===== config.mk =====
export PLATFORM = sky130hd
export DESIGN_NAME = lsalign_unit
export DESIGN_NICKNAME = d
export VERILOG_FILES = /design/src/rtl/lsa_pkg.sv /design/src/rtl/lsa_ea_gen.sv /design/src/rtl/lsa_store_lane.sv /design/src/rtl/lsa_load_ext.sv /design/src/rtl/lsalign_unit.sv
export SDC_FILE = /design/constraint.sdc
export NUM_CORES = 1
export LEC_CHECK = 0
export ABC_AREA = 0
export BUFFER_PORTS_ARGS = -buffer_cell sky130_fd_sc_hd__clkbuf_2
export CORE_MARGIN = 1
export CORE_UTILIZATION = 25
export DETAILED_ROUTE_END_ITERATION = 6
export PLACE_DENSITY = 0.55
export SYNTH_ARGS = -nofsm -noshare
export SYNTH_HDL_FRONTEND = slang
export SYNTH_SLANG_ARGS = --single-unit
export TNS_END_PERCENT = 50

===== constraint.sdc =====
create_clock -name clk -period 4.9 [get_ports clk]
set_clock_uncertainty 0.05 [all_clocks]
set_input_delay 0.98 -clock clk [delete_from_list [all_inputs] [get_ports clk]]
set_output_delay 0.98 -clock clk [all_outputs]
set_load 0.005 [all_outputs]

===== src/rtl/lsa_pkg.sv =====
package lsa_pkg;
  typedef enum logic {
    SZ_WORD = 1'b0,
    SZ_BYTE = 1'b1
  } acc_size_e;

  typedef enum logic {
    FILL_SIGN = 1'b0,
    FILL_ZERO = 1'b1
  } fill_e;
endpackage


===== src/rtl/lsa_ea_gen.sv =====
module lsa_ea_gen #(
  parameter int ADDR_W = 32,
  parameter int OFFS_W = 16
) (
  input  logic [ADDR_W-1:0] base,
  input  logic [OFFS_W-1:0] offs,
  output logic [ADDR_W-1:0] ea
);
  localparam int EXT_W = ADDR_W - OFFS_W;

  logic [ADDR_W-1:0] offs_ext;

  assign offs_ext = {{EXT_W{offs[OFFS_W-1]}}, offs};
  assign ea       = base + offs_ext;
endmodule


===== src/rtl/lsa_store_lane.sv =====
module lsa_store_lane
  import lsa_pkg::*;
#(
  parameter int DATA_W = 32
) (
  input  logic                      en,
  input  acc_size_e                 size,
  input  logic                      blk,
  input  logic [$clog2(DATA_W/8)-1:0] lane,
  input  logic [DATA_W-1:0]         din,
  output logic [DATA_W-1:0]         wdata,
  output logic [DATA_W/8-1:0]       we
);
  localparam int LANES = DATA_W / 8;
  localparam int LSW   = $clog2(LANES);

  assign wdata = (size == SZ_BYTE) ? {LANES{din[7:0]}} : din;

  // lane g (big-endian) lives in the bus slot LANES-1-g
  for (genvar g = 0; g < LANES; g++) begin : g_we
    logic hit;
    assign hit = (size == SZ_WORD) ? ~blk : (lane == LSW'(g));
    assign we[LANES-1-g] = en & hit;
  end
endmodule


===== src/rtl/lsa_load_ext.sv =====
module lsa_load_ext
  import lsa_pkg::*;
#(
  parameter int DATA_W = 32
) (
  input  logic [DATA_W-1:0]           rdata,
  input  acc_size_e                   size,
  input  fill_e                       fill,
  input  logic [$clog2(DATA_W/8)-1:0] lane,
  output logic [DATA_W-1:0]           result
);
  localparam int LANES = DATA_W / 8;

  logic [7:0] lane_byte [LANES];
  logic [7:0] sel;
  logic       top_bit;

  for (genvar g = 0; g < LANES; g++) begin : g_lane
    assign lane_byte[g] = rdata[DATA_W-1-8*g -: 8];
  end

  assign sel     = lane_byte[lane];
  assign top_bit = (fill == FILL_SIGN) & sel[7];

  always_comb begin
    if (size == SZ_WORD) result = rdata;
    else                 result = {{(DATA_W-8){top_bit}}, sel};
  end
endmodule


===== src/rtl/lsalign_unit.sv =====
module lsalign_unit
  import lsa_pkg::*;
#(
  parameter int DATA_W = 32,
  parameter int OFFS_W = 16
) (
  input  logic              clk,
  input  logic              rst_n,
  input  logic              req_valid,
  input  logic              req_store,
  input  logic              req_byte,
  input  logic              req_unsigned,
  input  logic [DATA_W-1:0] base_addr,
  input  logic [OFFS_W-1:0] offset,
  input  logic [DATA_W-1:0] st_data,
  output logic [DATA_W-1:0] mem_addr,
  output logic [DATA_W-1:0] mem_wdata,
  output logic [DATA_W/8-1:0] mem_we,
  input  logic [DATA_W-1:0] mem_rdata,
  output logic              ld_valid,
  output logic [DATA_W-1:0] ld_data,
  output logic              misalign_err
);
  localparam int LANES = DATA_W / 8;
  localparam int LSW   = $clog2(LANES);

  // reset: asserted asynchronously, released after two clock edges
  logic [1:0] rst_sync;
  logic       rst_q_n;

  always_ff @(posedge clk or negedge rst_n) begin
    if (!rst_n) rst_sync <= 2'b00;
    else        rst_sync <= {rst_sync[0], 1'b1};
  end
  assign rst_q_n = rst_sync[1];

  // request decode
  logic [DATA_W-1:0] ea;
  logic [LSW-1:0]    lane;
  acc_size_e         size;
  fill_e             fill;
  logic              misal;

  lsa_ea_gen #(.ADDR_W(DATA_W), .OFFS_W(OFFS_W)) u_ea (
    .base (base_addr),
    .offs (offset),
    .ea   (ea)
  );

  assign lane     = ea[LSW-1:0];
  assign size     = req_byte ? SZ_BYTE : SZ_WORD;
  assign fill     = req_unsigned ? FILL_ZERO : FILL_SIGN;
  assign misal    = (size == SZ_WORD) && (lane != '0);
  assign mem_addr = {ea[DATA_W-1:LSW], {LSW{1'b0}}};

  lsa_store_lane #(.DATA_W(DATA_W)) u_st (
    .en    (req_valid & req_store),
    .size  (size),
    .blk   (misal),
    .lane  (lane),
    .din   (st_data),
    .wdata (mem_wdata),
    .we    (mem_we)
  );

  // load context and error flag: next state
  logic           ldv_d, ldv_q;
  logic           err_d, err_q;
  logic           ctx_en;
  logic [LSW-1:0] lane_q;
  acc_size_e      size_q;
  fill_e          fill_q;

  always_comb begin
    ldv_d  = req_valid & ~req_store & ~misal;
    err_d  = req_valid & misal;
    ctx_en = ldv_d;
  end

  // load context and error flag: registers
  always_ff @(posedge clk or negedge rst_q_n) begin
    if (!rst_q_n) begin
      ldv_q  <= 1'b0;
      err_q  <= 1'b0;
      lane_q <= '0;
      size_q <= SZ_WORD;
      fill_q <= FILL_SIGN;
    end else begin
      ldv_q <= ldv_d;
      err_q <= err_d;
      if (ctx_en) begin
        lane_q <= lane;
        size_q <= size;
        fill_q <= fill;
      end
    end
  end

  lsa_load_ext #(.DATA_W(DATA_W)) u_ld (
    .rdata  (mem_rdata),
    .size   (size_q),
    .fill   (fill_q),
    .lane   (lane_q),
    .result (ld_data)
  );

  assign ld_valid     = ldv_q;
  assign misalign_err = err_q;

  // checks beside the logic they guard
  a_r3_single_lane: assert property (@(posedge clk) disable iff (!rst_q_n)
    (req_valid && req_store && req_byte) |-> ($countones(mem_we) == 1));

  a_r4_no_write_misaligned: assert property (@(posedge clk) disable iff (!rst_q_n)
    (req_valid && req_store && !req_byte && ea[LSW-1:0] != '0) |-> (mem_we == '0));

  a_r9_load_no_write: assert property (@(posedge clk) disable iff (!rst_q_n)
    (!req_valid || !req_store) |-> (mem_we == '0));

  a_r5_err_has_cause: assert property (@(posedge clk) disable iff (!rst_q_n)
    misalign_err |-> $past(req_valid && !req_byte && ea[LSW-1:0] != '0));

  a_r6_valid_has_cause: assert property (@(posedge clk) disable iff (!rst_q_n)
    ld_valid |-> $past(req_valid && !req_store));

  a_r9_no_result_on_error: assert property (@(posedge clk) disable iff (!rst_q_n)
    !(ld_valid && misalign_err));

  a_r8_zero_fill: assert property (@(posedge clk) disable iff (!rst_q_n)
    (ld_valid && size_q == SZ_BYTE && fill_q == FILL_ZERO) |-> (ld_data[DATA_W-1:8] == '0));
endmodule


==> results.py <==
metrics = {
    "run_status": {
        "status": "finished clean",
    },
    "die": {
        "die_area_sq_mm": 0.0132,
        "rows": 40,
        "die_h_um": 115,
        "die_w_um": 115,
        "core_area_sq_mm": 0.0122,
        "floorplan.initialDensity_pct": 26.1,
        "ios": 220,
    },
    "timing": {
        "tightest_slew_ps": 751,
        "report.final.hold_viol_count": 0,
        "rsz0062_at_grt": "no",
        "min_period_over_period_pct": 89.5,
        "holdWs_ps": 45.2,
        "setup_tns_ps": 0,
        "drv_slew": 0,
        "relSlewSlack_pct": 49.9,
        "setup_viol": 0,
        "period_needed_ps": 4390,
        "fmax_ghz": 0.228,
    },
    "drt": {
        "ant_nets": 0,
        "finalWirelength_um": 11000,
        "drc": 0,
        "drtPass1Iterations": 4,
        "vias": 3804,
        "wl_per_cell_um": 13.8,
        "drt-initial-drc-count": 128,
        "vias_per_cell": 4.74,
    },
    "global_routing": {
        "first_global_vias": 3486,
        "antenna_found_initial": 0,
        "grt_overflow_total": 0,
        "grt_pass1_wl_um": 17200,
        "grt_use_total_pct": 16.3,
        "grt_max_degree": 39,
    },
    "clocking": {
        "clk_root_buffer_cell": "clkbuf_16",
        "clkSinkCount": 8,
        "cts_buffer_depth": 2,
        "post_cts_buffers": 0,
        "clkLatencyLatePin_ps": 230,
        "cts_hold_buf": 0,
        "cts-resized-gates": 0,
        "cts_tree": "yes",
        "cts.htree.levels": 1,
        "cts.clk_slew.worst_paths_ps": 40,
        "numCtsBuffers": 3,
    },
    "power_and_ir_drop": {
        "peakVddDrop_v": 0.000113,
        "swShare_pct": 44.6,
        "seq_power_share_pct": 11.4,
        "pwr-share-clk_pct": 15.9,
        "leakagePower_uw": 0.00237,
        "intPower_uw": 482,
        "cellPowerDensity_mw_per_mm2": 208,
        "p_comb_share_pct": 72.7,
        "power.switching_uw": 389,
    },
    "min_path": {
        "hp-class": "reg2async",
    },
    "final_layout": {
        "syn2layout_area_growth_pct": 31.4,
        "multi_input_area_sq_mm": 0.00235,
        "antenna_cells": 0,
        "drive_above_1_share_pct": 37.7,
        "nFillCells": 1388,
        "seqCellArea_sq_um": 200,
        "final_nets": 786,
    },
    "synth": {
        "synthFlopType": "dfrtp_1",
        "synth-seq-area-share_pct": 6.28,
        "synth_cells": 473,
        "synthArstFlopShare_pct": 100,
        "syn_area_per_cell_sq_um": 6.74,
        "ys_ff_latch": 8,
        "synth_cell_types": 53,
        "yosysWarnings": 0,
        "syn_area_sq_mm": 0.00319,
        "synth_edf_count": 0,
    },
    "place": {
        "io_buffers": 217,
        "gp_congestion": 0.941,
        "hpwl_um": 9810,
    },
    "setup_path": {
        "start_kind": "input port",
        "worstPathMaxFanout": 17,
        "cp_data_arrival_time_ps": 3360,
        "cp.required_ps": 3870,
        "criticalPathCategory": "in2out",
        "end_kind": "primary output",
        "rr_startpoint": "lane_q[1]$_DFFE_PN0P_",
        "critPathLaunch": "offset[15]",
    },
    "run": {
        "drv_cap": 0,
    },
}
[critical path, stage by stage]
cell and delay [ps]:
clkbuf_2 280, ha_1 480, a21oi_1 340, nor2_1 80, a2111oi_0 600, nand3b_1 140
o21ai_1 170, o21ai_0 100, nand2_1 80, clkbuf_2 100
[registers in the layout (all words and copies together), names as in the netlist]
name	cells
size_q	1
rst_sync	2
ld_valid	1
misalign_err	1
lane_q	2
fill_q	1
[power by group through the flow]
stage | clock network [uW] | registers, uW | logic (uW)
CTS | 139 | 99.7 | 640
floorplan | 0 | 79.4 | 463
finish | 138 | 99.4 | 633
global placement | 0 | 100 | 636
detailed placement | 0 | 100 | 637
global route | 144 | 102 | 709
[final cells by class]
class                      instances  area share, %
multi-input combinational        337           56.2
timing repair buffer             218           26.1
inverter                          68           6.09
tap                              168           5.02
sequential                         8           4.78
clock buffer                       3           1.79
[layout by cell type, fill, tap and decap left out, drive strengths merged, types with 2 or more instances in the layout]
| master | n |
|---|---|
| ha | 31 |
| o21bai | 7 |
| nand4 | 6 |
| xnor2 | 23 |
| or3 | 3 |
| o221ai | 7 |
| o21ai | 62 |
| clkbuf | 220 |
| a2111oi | 3 |
| o211ai | 2 |
| mux2i | 7 |
| or2 | 3 |
| a21oi | 30 |
| nor3 | 3 |
| nor2 | 19 |
| o21a | 3 |
| a22o | 8 |
| xor2 | 8 |
| inv | 68 |
| nand2b | 6 |
| nor2b | 6 |
| nand2 | 41 |
| a31oi | 7 |
| mux2 | 3 |
| and3 | 5 |
| o2111ai | 2 |
| and2 | 2 |
| nand3 | 5 |
| o21ba | 2 |
| dfrtp | 8 |
| conb | 3 |
| a21o | 11 |
| nand3b | 3 |
| a211oi | 3 |
[kinds of logic (layout without fill, tap and decap cells)]
family | count (synthesis) | in the layout | share of synthesized area, %
and+or+nand+nor | 105 | 105 | 16.3
adders and majority gates | 32 | 32 | 12.8
xor gates and xnor gates | 31 | 31 | 8.52
muxes | 11 | 11 | 3.97
DFF | 8 | 8 | 6.28
buffers and inverters | 129 | 289 | 19.9
other | 2 | 3 | 0.236
AOI/OAI and AO/OA | 155 | 155 | 32.0
[through the flow]
| stage | instances | worst slack, ps | area [sq um] | total power [uW] | utilization, % |
|---|---|---|---|---|---|
| 4_1_cts | 802 | 511 | 4190 | 879 | 34.3 |
| 3_5_place_dp | 799 | 511 | 4110 | 738 | 33.7 |
| 3_3_place_gp | 799 | 548 | 4110 | 736 | 33.7 |
| 2_1_floorplan | 474 | 826 | 3190 | 543 | - |
| 5_1_grt | 802 | 216 | 4190 | 955 | 34.3 |
| 6_report | 802 | 514 | 4190 | 871 | 34.3 |
[cells in the mapped netlist (all sizes together), types with 8 or more instances]
master | number | share of area, %
o21ai | 62 | 9.7
nand2 | 41 | 4.8
buf | 41 | 9.6
xnor2 | 23 | 6.3
inv | 68 | 8.0
nor2 | 19 | 2.2
xor2 | 8 | 2.2
clkbuf | 20 | 2.4
dfrtp | 8 | 6.3
a22o | 8 | 2.2
ha | 31 | 12
a21o | 11 | 2.6
a21oi | 30 | 4.7
[metal layers]
metal / vias to the layer above / share of wire (%) / track usage, % / wire (um)
met5: - / 0 / 0 / 0
met4: 0 / 2.0 / 4.50 / 216
met3: 16 / 8.1 / 3.48 / 898
met2: 156 / 51 / 30.6 / 5590
met1: 1718 / 39 / 18.3 / 4330
li1: 1914 / - / - / -
[final timing paths]
path,end,slack (ps),cells after the start
max,mem_addr[28],510,10
min,ld_valid$_DFF_PN0_,50,0
max reg2reg,lane_q[1]$_DFFE_PN0P_,3740,2
min reg2reg,ld_valid$_DFF_PN0_,50,0
max in group asynchronous,rst_sync[1]$_DFF_PN0_,4220,1
min in group clk,rst_sync[1]$_DFF_PN0_,320,0
Power figures use the tool's default switching activity.
